$ cat src/rtl/txn_pkg.sv
package txn_pkg;
    typedef enum logic [2:0] {
        OP_NOP    = 3'd0,
        OP_PLOAD  = 3'd1,
        OP_ACQ    = 3'd2,
        OP_STORE  = 3'd3,
        OP_COMMIT = 3'd4,
        OP_ABORT  = 3'd5
    } txn_op_e;

    typedef enum logic [1:0] {
        PH_IDLE   = 2'd0,
        PH_GATHER = 2'd1,
        PH_CRIT   = 2'd2
    } txn_phase_e;

    typedef enum logic [2:0] {
        END_OK       = 3'd0,
        END_CAPACITY = 3'd1,
        END_CONFLICT = 3'd2,
        END_STRAY    = 3'd3,
        END_USER     = 3'd4,
        END_ORDER    = 3'd5
    } txn_end_e;
endpackage

$ cat src/rtl/txn_line_cam.sv
module txn_line_cam #(
    parameter int NUM_LINES = 8,
    parameter int LINE_W    = 26,
    localparam int CNT_W    = $clog2(NUM_LINES + 1)
) (
    input  logic              clk,
    input  logic              rst_n,
    input  logic              clear,
    input  logic              alloc_en,
    input  logic [LINE_W-1:0] look_line,
    input  logic [LINE_W-1:0] snoop_line,
    output logic              look_hit,
    output logic              snoop_hit,
    output logic              full,
    output logic [CNT_W-1:0]  count
);
    logic [NUM_LINES-1:0] valid;
    logic [LINE_W-1:0]    tag [NUM_LINES];
    logic [NUM_LINES-1:0] look_match;
    logic [NUM_LINES-1:0] snoop_match;

    // entries fill in order because they are only ever released all together
    for (genvar i = 0; i < NUM_LINES; i++) begin : g_entry
        always_ff @(posedge clk) begin
            if (!rst_n) begin
                valid[i] <= 1'b0;
                tag[i]   <= '0;
            end else if (clear) begin
                valid[i] <= 1'b0;
            end else if (alloc_en && count == CNT_W'(i)) begin
                valid[i] <= 1'b1;
                tag[i]   <= look_line;
            end
        end
        assign look_match[i]  = valid[i] && (tag[i] == look_line);
        assign snoop_match[i] = valid[i] && (tag[i] == snoop_line);
    end

    always_ff @(posedge clk) begin
        if (!rst_n)        count <= '0;
        else if (clear)    count <= '0;
        else if (alloc_en) count <= count + 1'b1;
    end

    assign look_hit  = |look_match;
    assign snoop_hit = |snoop_match;
    assign full      = (count == CNT_W'(NUM_LINES));


    count_bound_chk: assert property (@(posedge clk) disable iff (!rst_n)
        count <= CNT_W'(NUM_LINES));

    no_dup_alloc_chk: assert property (@(posedge clk) disable iff (!rst_n)
        alloc_en |-> (!look_hit && !full));

    unique_tag_chk: assert property (@(posedge clk) disable iff (!rst_n)
        $onehot0(look_match));

    clear_empty_chk: assert property (@(posedge clk) disable iff (!rst_n)
        clear |=> (count == '0 && valid == '0));
endmodule

$ cat src/rtl/txn_ckpt.sv
module txn_ckpt #(
    parameter int PTR_W = 32
) (
    input  logic             clk,
    input  logic             rst_n,
    input  logic             capture,
    input  logic [PTR_W-1:0] ip_in,
    input  logic [PTR_W-1:0] sp_in,
    output logic [PTR_W-1:0] ip_q,
    output logic [PTR_W-1:0] sp_q
);
    always_ff @(posedge clk) begin
        if (!rst_n) begin
            ip_q <= '0;
            sp_q <= '0;
        end else if (capture) begin
            ip_q <= ip_in;
            sp_q <= sp_in;
        end
    end


    ckpt_hold_chk: assert property (@(posedge clk) disable iff (!rst_n)
        !capture |=> ($stable(ip_q) && $stable(sp_q)));
endmodule

$ cat src/rtl/txn_line_tracker.sv
module txn_line_tracker
    import txn_pkg::*;
#(
    parameter int NUM_LINES = 8,
    parameter int LINE_W    = 26,
    parameter int PTR_W     = 32,
    localparam int CNT_W    = $clog2(NUM_LINES + 1)
) (
    input  logic              clk,
    input  logic              rst_n,
    input  logic              cmd_valid,
    input  logic [2:0]        cmd_op,
    input  logic [LINE_W-1:0] cmd_line,
    input  logic [PTR_W-1:0]  cmd_ip,
    input  logic [PTR_W-1:0]  cmd_sp,
    input  logic              snp_valid,
    input  logic [LINE_W-1:0] snp_line,
    output logic [1:0]        txn_phase,
    output logic [CNT_W-1:0]  line_count,
    output logic              done_valid,
    output logic [2:0]        done_code,
    output logic              rb_valid,
    output logic [PTR_W-1:0]  rb_ip,
    output logic [PTR_W-1:0]  rb_sp
);
    txn_phase_e st, st_nxt;
    logic       disturbed, dist_nxt;
    txn_op_e    op;

    logic       cam_hit, cam_snp_hit, cam_full;
    logic       alloc, clear_all, take_ckpt;
    logic       fin, fin_rb;
    txn_end_e   fin_code;
    logic       snp_hit_v;
    logic [PTR_W-1:0] ck_ip, ck_sp;

    assign op        = cmd_valid ? txn_op_e'(cmd_op) : OP_NOP;
    assign snp_hit_v = snp_valid && cam_snp_hit;

    txn_line_cam #(.NUM_LINES(NUM_LINES), .LINE_W(LINE_W)) u_cam (
        .clk        (clk),
        .rst_n      (rst_n),
        .clear      (clear_all),
        .alloc_en   (alloc),
        .look_line  (cmd_line),
        .snoop_line (snp_line),
        .look_hit   (cam_hit),
        .snoop_hit  (cam_snp_hit),
        .full       (cam_full),
        .count      (line_count)
    );

    txn_ckpt #(.PTR_W(PTR_W)) u_ckpt (
        .clk     (clk),
        .rst_n   (rst_n),
        .capture (take_ckpt),
        .ip_in   (cmd_ip),
        .sp_in   (cmd_sp),
        .ip_q    (ck_ip),
        .sp_q    (ck_sp)
    );

    // state register
    always_ff @(posedge clk) begin
        if (!rst_n) begin
            st        <= PH_IDLE;
            disturbed <= 1'b0;
        end else begin
            st        <= st_nxt;
            disturbed <= dist_nxt;
        end
    end

    // next state and per-cycle decisions
    always_comb begin
        st_nxt    = st;
        dist_nxt  = disturbed;
        alloc     = 1'b0;
        take_ckpt = 1'b0;
        fin       = 1'b0;
        fin_rb    = 1'b0;
        fin_code  = END_OK;
        unique case (st)
            PH_IDLE: begin
                dist_nxt = 1'b0;
                if (op == OP_PLOAD) begin
                    alloc  = 1'b1;
                    st_nxt = PH_GATHER;
                end
            end
            PH_GATHER: begin
                if (snp_hit_v) dist_nxt = 1'b1;
                case (op)
                    OP_PLOAD: begin
                        if (!cam_hit) begin
                            if (cam_full) begin
                                fin      = 1'b1;
                                fin_code = END_CAPACITY;
                            end else begin
                                alloc = 1'b1;
                            end
                        end
                    end
                    OP_ACQ: begin
                        if (disturbed || snp_hit_v) begin
                            fin      = 1'b1;
                            fin_code = END_CONFLICT;
                        end else begin
                            take_ckpt = 1'b1;
                            st_nxt    = PH_CRIT;
                        end
                    end
                    OP_STORE, OP_COMMIT: begin
                        fin      = 1'b1;
                        fin_code = END_ORDER;
                    end
                    OP_ABORT: begin
                        fin      = 1'b1;
                        fin_code = END_USER;
                    end
                    default: ;
                endcase
            end
            PH_CRIT: begin
                if (snp_hit_v) begin
                    fin      = 1'b1;
                    fin_rb   = 1'b1;
                    fin_code = END_CONFLICT;
                end else begin
                    case (op)
                        OP_STORE: begin
                            if (!cam_hit) begin
                                fin      = 1'b1;
                                fin_rb   = 1'b1;
                                fin_code = END_STRAY;
                            end
                        end
                        OP_COMMIT: begin
                            fin      = 1'b1;
                            fin_code = END_OK;
                        end
                        OP_ABORT: begin
                            fin      = 1'b1;
                            fin_rb   = 1'b1;
                            fin_code = END_USER;
                        end
                        default: ;
                    endcase
                end
            end
            default: st_nxt = PH_IDLE;
        endcase
        if (fin) begin
            st_nxt   = PH_IDLE;
            dist_nxt = 1'b0;
        end
    end

    assign clear_all = fin;
    assign txn_phase = st;

    // registered completion outputs
    always_ff @(posedge clk) begin
        if (!rst_n) begin
            done_valid <= 1'b0;
            done_code  <= END_OK;
            rb_valid   <= 1'b0;
            rb_ip      <= '0;
            rb_sp      <= '0;
        end else begin
            done_valid <= fin;
            done_code  <= fin ? fin_code : END_OK;
            rb_valid   <= fin_rb;
            rb_ip      <= fin_rb ? ck_ip : '0;
            rb_sp      <= fin_rb ? ck_sp : '0;
        end
    end


    done_idle_chk: assert property (@(posedge clk) disable iff (!rst_n)
        done_valid |-> (txn_phase == PH_IDLE && line_count == '0));

    rb_with_done_chk: assert property (@(posedge clk) disable iff (!rst_n)
        rb_valid |-> (done_valid && done_code != END_OK));

    crit_entry_chk: assert property (@(posedge clk) disable iff (!rst_n)
        (st == PH_CRIT && $past(st) != PH_CRIT) |-> ($past(st) == PH_GATHER && $past(op) == OP_ACQ));

    order_src_chk: assert property (@(posedge clk) disable iff (!rst_n)
        (done_valid && done_code == END_ORDER) |-> ($past(st) == PH_GATHER && !rb_valid));

    crit_snoop_chk: assert property (@(posedge clk) disable iff (!rst_n)
        (st == PH_CRIT && snp_valid && cam_snp_hit) |=> (done_valid && done_code == END_CONFLICT && rb_valid));

    idle_quiet_chk: assert property (@(posedge clk) disable iff (!rst_n)
        (st == PH_IDLE && op != OP_PLOAD) |=> (!done_valid && txn_phase == PH_IDLE));
endmodule

$ cat config.mk
export PLATFORM = sky130hd
export DESIGN_NAME = txn_line_tracker
export DESIGN_NICKNAME = d
export VERILOG_FILES = /design/src/rtl/txn_pkg.sv /design/src/rtl/txn_line_cam.sv /design/src/rtl/txn_ckpt.sv /design/src/rtl/txn_line_tracker.sv
export SDC_FILE = /design/constraint.sdc
export NUM_CORES = 1
export LEC_CHECK = 0
export BUFFER_PORTS_ARGS = -buffer_cell sky130_fd_sc_hd__buf_2
export CAP_MARGIN = 15
export CORE_MARGIN = 2
export CORE_UTILIZATION = 50
export CTS_CLUSTER_SIZE = 30
export DETAILED_ROUTE_END_ITERATION = 10
export GPL_TIMING_DRIVEN = 0
export PLACE_DENSITY = 0.69
export SLEW_MARGIN = 20
export SYNTH_ARGS = -nofsm -noshare
export SYNTH_HDL_FRONTEND = slang
export SYNTH_SLANG_ARGS = --single-unit
$ cat constraint.sdc
create_clock -name clk -period 6.2 [get_ports clk]
set_input_delay 0.62 -clock clk [delete_from_list [all_inputs] [get_ports clk]]
set_output_delay 0.62 -clock clk [all_outputs]
set_load 0.01 [all_outputs]
# After elaboration in Yosys (flattened, before gate mapping)

Memories as Yosys holds them, arrays and structs flattened.
Index checks and enable logic that the tools add are counted.

Add/subtract/negate cells: 1
Muxes and demuxes: 75
Bitwise operators: 10
Equal/unequal tests: 35
Reductions and logical operators: 39

Operator list:

| operator                                                              | count |
|---|---|
| 26-bit equality test                                                  | 16 |
| 26-bit 2-to-1 mux                                                     | 8 |
| 1-bit 2-to-1 mux                                                      | 50 |
| 1-bit logical AND                                                     | 25 |
| 4-bit by 3-bit equality test with 1-bit output, second input constant | 4 |
| 8-bit OR reduction                                                    | 2 |
| 3-bit case mux with 2 select lines                                    | 2 |
| 3-bit case mux with 4 select lines                                    | 1 |
| 2-bit 2-to-1 mux                                                      | 5 |
| 1-bit case mux with 2 select lines                                    | 5 |
| 4-bit by 2-bit equality test with 1-bit output, second input constant | 2 |
| 2-bit inequality test, second input constant                          | 4 |
| 1-bit OR                                                              | 8 |
| 3-bit by 2-bit equality test with 1-bit output, second input constant | 2 |
| 3-bit equality test, second input constant                            | 2 |
| 3-bit 2-to-1 mux                                                      | 2 |
| 2-bit case mux with 3 select lines                                    | 1 |
| 2-bit AND reduction                                                   | 3 |
| 2-bit OR reduction                                                    | 3 |
| 4-bit by 1-bit adder with 4-bit output, second input constant         | 1 |
| 4-bit by 1-bit equality test with 1-bit output, second input constant | 1 |
| 4-bit equality test, second input constant                            | 1 |
| 4-bit logical NOT                                                     | 1 |
| 4-bit AND reduction                                                   | 1 |
| other kinds (9)                                                       | 10 |

Output and inout port bits: 75
RAM bits: 208
Memories: 1
Flip-flop bits (word level): 148

Memories:

| name      | depth | bits a word | read ports | clocked after Yosys merged registers in | wr ports | line               | text |
|---|---|---|---|---|---|---|---|
| u_cam.tag | 8     | 26          | 8          | 0                                       | 8        | txn_line_cam.sv:18 | `logic [LINE_W-1:0] tag [NUM_LINES];` |

# Longest topological paths before layout

Gate-level depths: netlist of the first run.
An unclocked memory read counts as a cell.

Word-level depth: 13
Depth in mapped cells: 13
Gate-level depth less buffers: 8

# By module

A second synthesis of the first run with hierarchy kept.

Cell total of the unflattened synthesis: 1581
Area total of the unflattened synthesis: 18074.8 um^2

Modules (own cells, without submodules):

| module           | cells an instance | instances | area an instance (um^2) | seq. area each (um^2) |
|---|---|---|---|---|
| txn_line_cam     | 1166              | 1         | 13285.2                 | 6486.2 |
| txn_ckpt         | 206               | 1         | 2451.1                  | 1281.2 |
| txn_line_tracker | 209               | 1         | 2338.5                  | 1441.4 |

# Worst setup path before layout of the first run

Ideal clock, no wire load.

Kind: input to register
Start point: input cmd_line[2]
End point: memory u_cam.tag[0][0] (enable)
Path buffers: 5
Slack: 1.867 ns
Library setup time: 0.421 ns
Arrival: 3.912 ns
Stages on the path: 13
Path through: buf_4 -> buf_2 -> xor2_1 -> nor4_1 -> nand4_1 -> o22ai_1 -> or4_1 -> buf_2 -> o31a_1 -> o221ai_4 -> buf_6 -> buf_2 -> a22oi_1

RTL lines:

| what        | line                   | text |
|---|---|---|
| from (decl) | txn_line_tracker.sv:13 | `input logic [LINE_W-1:0] cmd_line,` |
| to (decl)   | txn_line_cam.sv:18     |  |

==> flow_summary.json, run 1 <==
{
  "path_max_fanout": 10,
  "crit_required_ns": 6.47,
  "slew_headroom": 0.318,
  "synthToLayoutAreaGrowth_pct": 14.8,
  "path_buf_inv": 5,
  "core-area_um2": 38600,
  "r2r_setup_slack_ns": 1.88,
  "drcViolationCount": 0,
  "grt_pass1_vias": 16100,
  "crit_type": "input port to flip-flop",
  "drt-initial-drc-count": 2180,
  "r2r-end": "u_cam.tag[0][74]",
  "fmax_mhz": 222,
  "fp.dieArea_um2": 40700,
  "gp_congestion": 1.01,
  "synthMuxAreaShare": 0.0328,
  "synth_nets": 2006,
  "antenna_found_initial": 1,
  "die_h_um": 202,
  "clk_pin_slew_ns": 0.06,
  "critPathLaunch": "cmd_line[15]",
  "critPathCapture": "u_cam.tag[0][74]",
  "worst_slew_pin_slew_ns": 1.01,
  "grt_pass1_wl_um": 105000,
  "portBuffers": 144,
  "crit_path_max_incr_delay_ns": 0.77,
  "slowest_stage": "clkbuf_1",
  "netlist_area_um2": 19600,
  "yosysWarningCount": 0,
  "viasPerCell": 6.39,
  "cp_cell_sequence": "buf_2 > buf_4 > xor2_1 > nor4_1 > nand3_1 > o22ai_1 > or4_1 > buf_2 > o21ai_1 > nand2_1 > clkbuf_1 > clkbuf_1 > a211oi_1",
  "synth_top_family_by_area": "XOR/XNOR gates",
  "period_share": 0.726,
  "powerDensity_nw_per_um2": 248,
  "grt_max_degree": 16,
  "io_pins": 198,
  "hp-class": "input port to flip-flop",
  "fillerInstances": 3348,
  "clkLatencyLatePin_ns": 0.57,
  "synth_seq_cells": 356,
  "start_util": 0.506,
  "die_w_um": 202,
  "critPathCaptureType": "flip-flop",
  "synth-xor-area-share": 0.186,
  "track_usage": 0.356,
  "cts_tree": "built",
  "total_power_mw": 5.57,
  "setup_violations": 0,
  "rows": 72,
  "period_minus_slack_ns": 4.50,
  "overflow": 0,
  "cts_buffers": 39,
  "start_kind": "input port",
  "peakVddDrop_mv": 0.268,
  "cp.depth": 13,
  "cts_hold_buf": 0,
  "synth.avg_cell_area_um2": 10.4,
  "synthDistinctLibCells": 43,
  "synthCells": 1876,
  "yosys.area_share.adder": 0.00448,
  "drive_gt1_frac": 0.160,
  "rr_worst_depth": 11,
  "seq_area_frac_synth": 0.471,
  "p_leak_nw": 8.23,
  "cts-resized-gates": 0,
  "synth_top_area_cell": "edfxtp_1",
  "holdWs_ns": 0.294,
  "postRouteAntennaNets": 0,
  "finalHoldViolCount": 0,
  "r2r_start": "u_cam.tag[0][33]",
  "crit_family": "buffers and inverters",
  "final_cell_mix": "xor2_1 (416), nand3_1 (236), a211oi_1 (209)",
  "drv_slew": 0,
  "detailedRoute.firstPassIterationCount": 6,
  "clock_skew_ns": 0.0275,
  "synth_compound_area_frac": 0.101,
  "wirelength_um": 73600,
  "status": "finished, final reports clean",
  "wl_per_cell_um": 28.0,
  "clk_path_buf_depth": 3,
  "ctsRootBufferMaster": "clkbuf_16",
  "instances_no_fill": 2627,
  "post_cts_buffers": 0,
  "dp_cells": 2553,
  "synthTopCellsByArea": "edfxtp_1 (32%), xor2_1 (19%), dfxtp_1 (15%)",
  "yosysTopAreaCellShare": 0.319,
  "maxCapViolCount": 0,
  "arrival_ns": 4.77,
  "rsz0062_at_grt": "false",
  "ctsHtreeMaxLevel": 2,
  "layout.nets": 2206,
  "clock_sinks": 356,
  "final_common_cell": "xor2_1",
  "fin_tns_setup_ns": 0,
  "synthSimpleGateAreaFrac": 0.144,
  "vias": 16800,
  "hpwl_um": 49600
}
-- through the flow --
step | setup slack (ns) | area, µm² | util
floorplan | 1.87 | 19600 | -
global placement | 0.0938 | 20900 | 0.541
detailed placement | 1.38 | 21100 | 0.547
CTS | 1.95 | 22400 | 0.581
global route | 1.76 | 22400 | 0.581
finish | 1.70 | 22500 | 0.581
-- layer usage --
layer	global-route usage	wire, µm
met5	0	0
met4	0.223	5400
met3	0.129	11100
met2	0.513	30200
met1	0.453	26800
-- where the power goes --
part | total [mW] | internal (mW) | leakage, nW | switching, mW
Clock | 2.37 | 1.38 | 0.652 | 0.989
Combinational | 0.596 | 0.179 | 4.24 | 0.418
Sequential | 2.61 | 2.55 | 3.34 | 0.0562
-- synthesized netlist by cell type --
library cell and instances:
o21bai_1 1, dfxtp_1 148, a211oi_1 209, a22oi_1 8, and2_1 67, inv_2 1
o31ai_1 2, buf_1 5, o211ai_1 1, clkbuf_1 116, a21oi_1 3, nand3_1 236
or2_2 1, mux2i_1 64, o21ba_2 1, o21ai_1 1, o221ai_4 1, nor2_1 71
buf_6 7, o2111a_1 2, edfxtp_1 208, nand4b_1 1, or4_1 3, nor2b_1 4
o22ai_1 8, nor4_1 96, o41a_1 1, o21a_1 1, buf_4 39, o21ai_0 5
o311a_1 1, ha_1 7, nand2b_1 1, xor2_1 416, nand3b_1 2, a221oi_1 14
nand2_1 6, nor3b_1 2, inv_1 16, o31a_1 1, nand4_1 21, nor3_1 20
buf_2 58
-- state kept, by name, indices dropped and copies added, names as in the netlist --
name / flops
u_cam.tag: 208
u_ckpt.ip_q: 32
u_cam.count: 4
rb_valid: 1
u_cam.valid: 8
rb_sp: 32
u_ckpt.sp_q: 32
done_code: 3
disturbed: 1
done_valid: 1
txn_phase: 2
rb_ip: 32
-- cell families after synthesis --
logic type	count (synthesis)
mux	64
buf+inv	242
fa+ha+maj	7
xor+xnor	416
flops	356
simple gates	531
compound gates	260
-- worst register-to-register path: stages (launching register included) --
cell      delay [ns]
edfxtp_1        0.42
xor2_1          0.16
nor4_1          0.38
nand4_1         0.25
o22ai_1         0.34
or4_1           0.28
buf_2           0.20
o21ai_1         0.09
nand2_1         0.53
clkbuf_1        0.78
clkbuf_1        0.47
a211oi_1        0.12
-- how the worst min path moves through the flow --
stage / start / end / slack (ns) / cells after the start
after global placement: u_ckpt.ip_q[26] / rb_ip[26] / 0.44 / 1
after CTS: cmd_ip[28] / u_ckpt.ip_q[28] / 0.27 / 3
after detailed placement: u_ckpt.ip_q[18] / rb_ip[18] / 0.44 / 1
final: cmd_sp[22] / u_ckpt.sp_q[22] / 0.29 / 3
after global routing: cmd_ip[4] / u_ckpt.ip_q[4] / 0.29 / 3
after floorplan: u_ckpt.ip_q[0] / rb_ip[0] / 0.43 / 1
-- final cells by class --
type                    instances  area (µm²)  share of cell area
flip-flops and latches        356        9210               0.410
multi-input cells            1278        9210               0.410
clock buffers                  59        1230              0.0547
plain buffers                 225        1120              0.0497
repair buffers                159         893              0.0398
well taps                     518         648              0.0289
clock inverters                13        85.1             0.00379
inverters                      17        63.8             0.00284
diodes                          2        5.00            0.000223
Note: power is estimated with default switching activity, not from simulation.
==> inputs of run 2 (changes only) <==
--- a/config.mk
+++ b/config.mk
@@ -12,7 +12,7 @@
 export CTS_CLUSTER_SIZE = 30
 export DETAILED_ROUTE_END_ITERATION = 10
 export GPL_TIMING_DRIVEN = 0
-export PLACE_DENSITY = 0.69
+export PLACE_DENSITY = 0.72
 export SLEW_MARGIN = 20
 export SYNTH_ARGS = -nofsm -noshare
 export SYNTH_HDL_FRONTEND = slang
==> constraint.sdc (replaced) <==
create_clock -name clk -period 4 [get_ports clk]
set_input_delay 0.4 -clock clk [delete_from_list [all_inputs] [get_ports clk]]
set_output_delay 0.4 -clock clk [all_outputs]
set_load 0.01 [all_outputs]
==> run 2 against run 1 <==
Clock power is 59% higher. Non-clock buffer count is 8 higher. First-iteration DRC count is 7.7% higher. Critical path type unchanged. Critical endpoint is now u_cam.tag[1][38]. Largest power group unchanged. Largest cell class is now multi-input gates.
==> flow_summary.json, run 2 (same netlist as run 1, synthesis figures left out) <==
{
  "powerDensity_nw_per_um2": 387,
  "final_cell_mix": "xor2_1 (416), nand3_1 (236), a211oi_1 (209)",
  "postRouteAntennaNets": 0,
  "clkLatencyLatePin_ns": 0.56,
  "drcViolationCount": 0,
  "hp-class": "input port to flip-flop",
  "hp-start": "cmd_ip[6]",
  "drv_slew": 0,
  "core-area_um2": 38600,
  "start_kind": "input port",
  "antenna_found_initial": 1,
  "ctsRootBufferMaster": "clkbuf_16",
  "period_minus_slack_ns": 3.95,
  "crit_type": "input port to flip-flop",
  "grt_max_degree": 16,
  "setup_violations": 0,
  "wl_per_cell_um": 28.0,
  "grt_pass1_vias": 15600,
  "p_leak_nw": 8.28,
  "die_h_um": 202,
  "rr_worst_depth": 13,
  "slew_headroom": 0.261,
  "arrival_ns": 4.27,
  "detailedRoute.firstPassIterationCount": 6,
  "r2r_start": "u_cam.tag[1][51]",
  "start_util": 0.506,
  "fillerInstances": 3271,
  "cts_buffers": 39,
  "layout.nets": 2214,
  "top_usage_layer": "met2",
  "clock_skew_ns": 0.0249,
  "period_share": 0.988,
  "fp.dieArea_um2": 40700,
  "min_path_cells": 3,
  "overflow": 0,
  "die_w_um": 202,
  "rows": 72,
  "top_register": "u_cam.tag",
  "clk_path_buf_depth": 3,
  "drive_gt1_frac": 0.164,
  "peakVddDrop_mv": 0.355,
  "io_pins": 198,
  "fin_util": 0.583,
  "total_power_mw": 8.73,
  "clk_pin_slew_ns": 0.06,
  "critPathCaptureType": "flip-flop",
  "vias": 16700,
  "worst_slew_pin_slew_ns": 1.10,
  "gr-usage-met3": 0.121,
  "largest_reg_flops": 208,
  "wirelength_um": 73700,
  "clock_sinks": 356,
  "maxCapViolCount": 0,
  "hpwl_um": 49800,
  "finalHoldViolCount": 0,
  "gp_congestion": 1.03,
  "drt-initial-drc-count": 2347,
  "status": "finished, final reports clean",
  "multi_input_area_um2": 9220,
  "cts_tree": "built",
  "grt_util_met2": 0.519,
  "rsz0062_at_grt": "false",
  "synthToLayoutAreaGrowth_pct": 15.3,
  "grt.met1_usage": 0.461,
  "critPathLaunch": "cmd_line[12]",
  "dp_cells": 2552,
  "crit_required_ns": 4.32,
  "final_common_cell": "xor2_1",
  "viasPerCell": 6.35,
  "fmax_mhz": 253,
  "portBuffers": 144,
  "ctsHtreeMaxLevel": 2,
  "grt_pass1_wl_um": 105000,
  "track_usage": 0.353,
  "regArea_um2": 9210,
  "path_max_fanout": 13,
  "instances_no_fill": 2631
}
## run 2: changes by cell type in the layout (fill, tap and decap cells not counted), moves of 2 or more
cell | before | now
buf_4 | 39 | 48
clkinv_1 | 2 | 4
clkbuf_1 | 124 | 120
clkbuf_16 | 44 | 42
buf_6 | 21 | 18
buf_8 | 1 | 3
clkinv_2 | 7 | 2
bufinv_16 | 0 | 3
## run 2: routing by layer
layer | vias up | part of all wire
met3 | 276 | 0.16
met2 | 1348 | 0.42
met1 | 7895 | 0.37
met4 | 0 | 0.059
met5 | - | 0
li1 | 7201 | -
## run 2: critical path, cell delays in order
cell and delay (ns):
buf_2 0.36, buf_4 0.39, xor2_1 0.27, nor4_1 0.10
nand4_1 0.10, o22ai_1 0.15, or4_1 0.53, buf_2 0.21
o31a_1 0.34, o221ai_4 0.29, buf_6 0.22, buf_2 0.29
a22oi_2 0.21, buf_6 0.23, buf_8 0.16
## run 2: layout make-up
type | instances | area share
buffer | 225 | 0.0495
antenna | 2 | 0.000222
multi-input combinational | 1278 | 0.409
clock inverter | 14 | 0.00727
tap | 518 | 0.0287
inverter | 17 | 0.00283
sequential | 356 | 0.408
clock buffer | 54 | 0.0517
timing repair buffer | 167 | 0.0424
## run 2: power by group
group	leakage (nW)	switching, mW	internal [mW]	total (mW)
sequential	3.34	0.0826	3.95	4.03
clock	0.654	1.53	2.23	3.77
combinational	4.29	0.653	0.281	0.933
## run 2: path summary, 6_finish.rpt
| path | to | slack, ns |
|---|---|---|
| setup / recovery | u_cam.tag[1][38] | 0.05 |
| setup reg to reg | u_cam.tag[1][38] | 0.07 |
| hold / removal | u_ckpt.ip_q[6] | 0.09 |
| hold reg to reg | rb_ip[23] | 0.45 |
## run 2: timing repair
action                                  CTS  global route
hold buffers                              0             0
buffers inserted                          3             6
endpoints found under the setup margin   18            78
resized for setup                         1             3
pin swaps                                 2             4
## run 2: metrics by stage
stage / instance area, µm² / setup TNS (ns) / hold WS [ns] / setup slack (ns)
6_report: 22600 / 0 / 0.0854 / 0.0463
5_1_grt: 22500 / 0 / 0.0930 / 0.0157
4_1_cts: 22500 / 0 / 0.0716 / 0.0309
3_5_place_dp: 21100 / -138.66 / 0.439 / -0.539
3_3_place_gp: 20900 / -405.58 / 0.435 / -1.84
2_1_floorplan: 19600 / -23.47 / 0.429 / -0.113
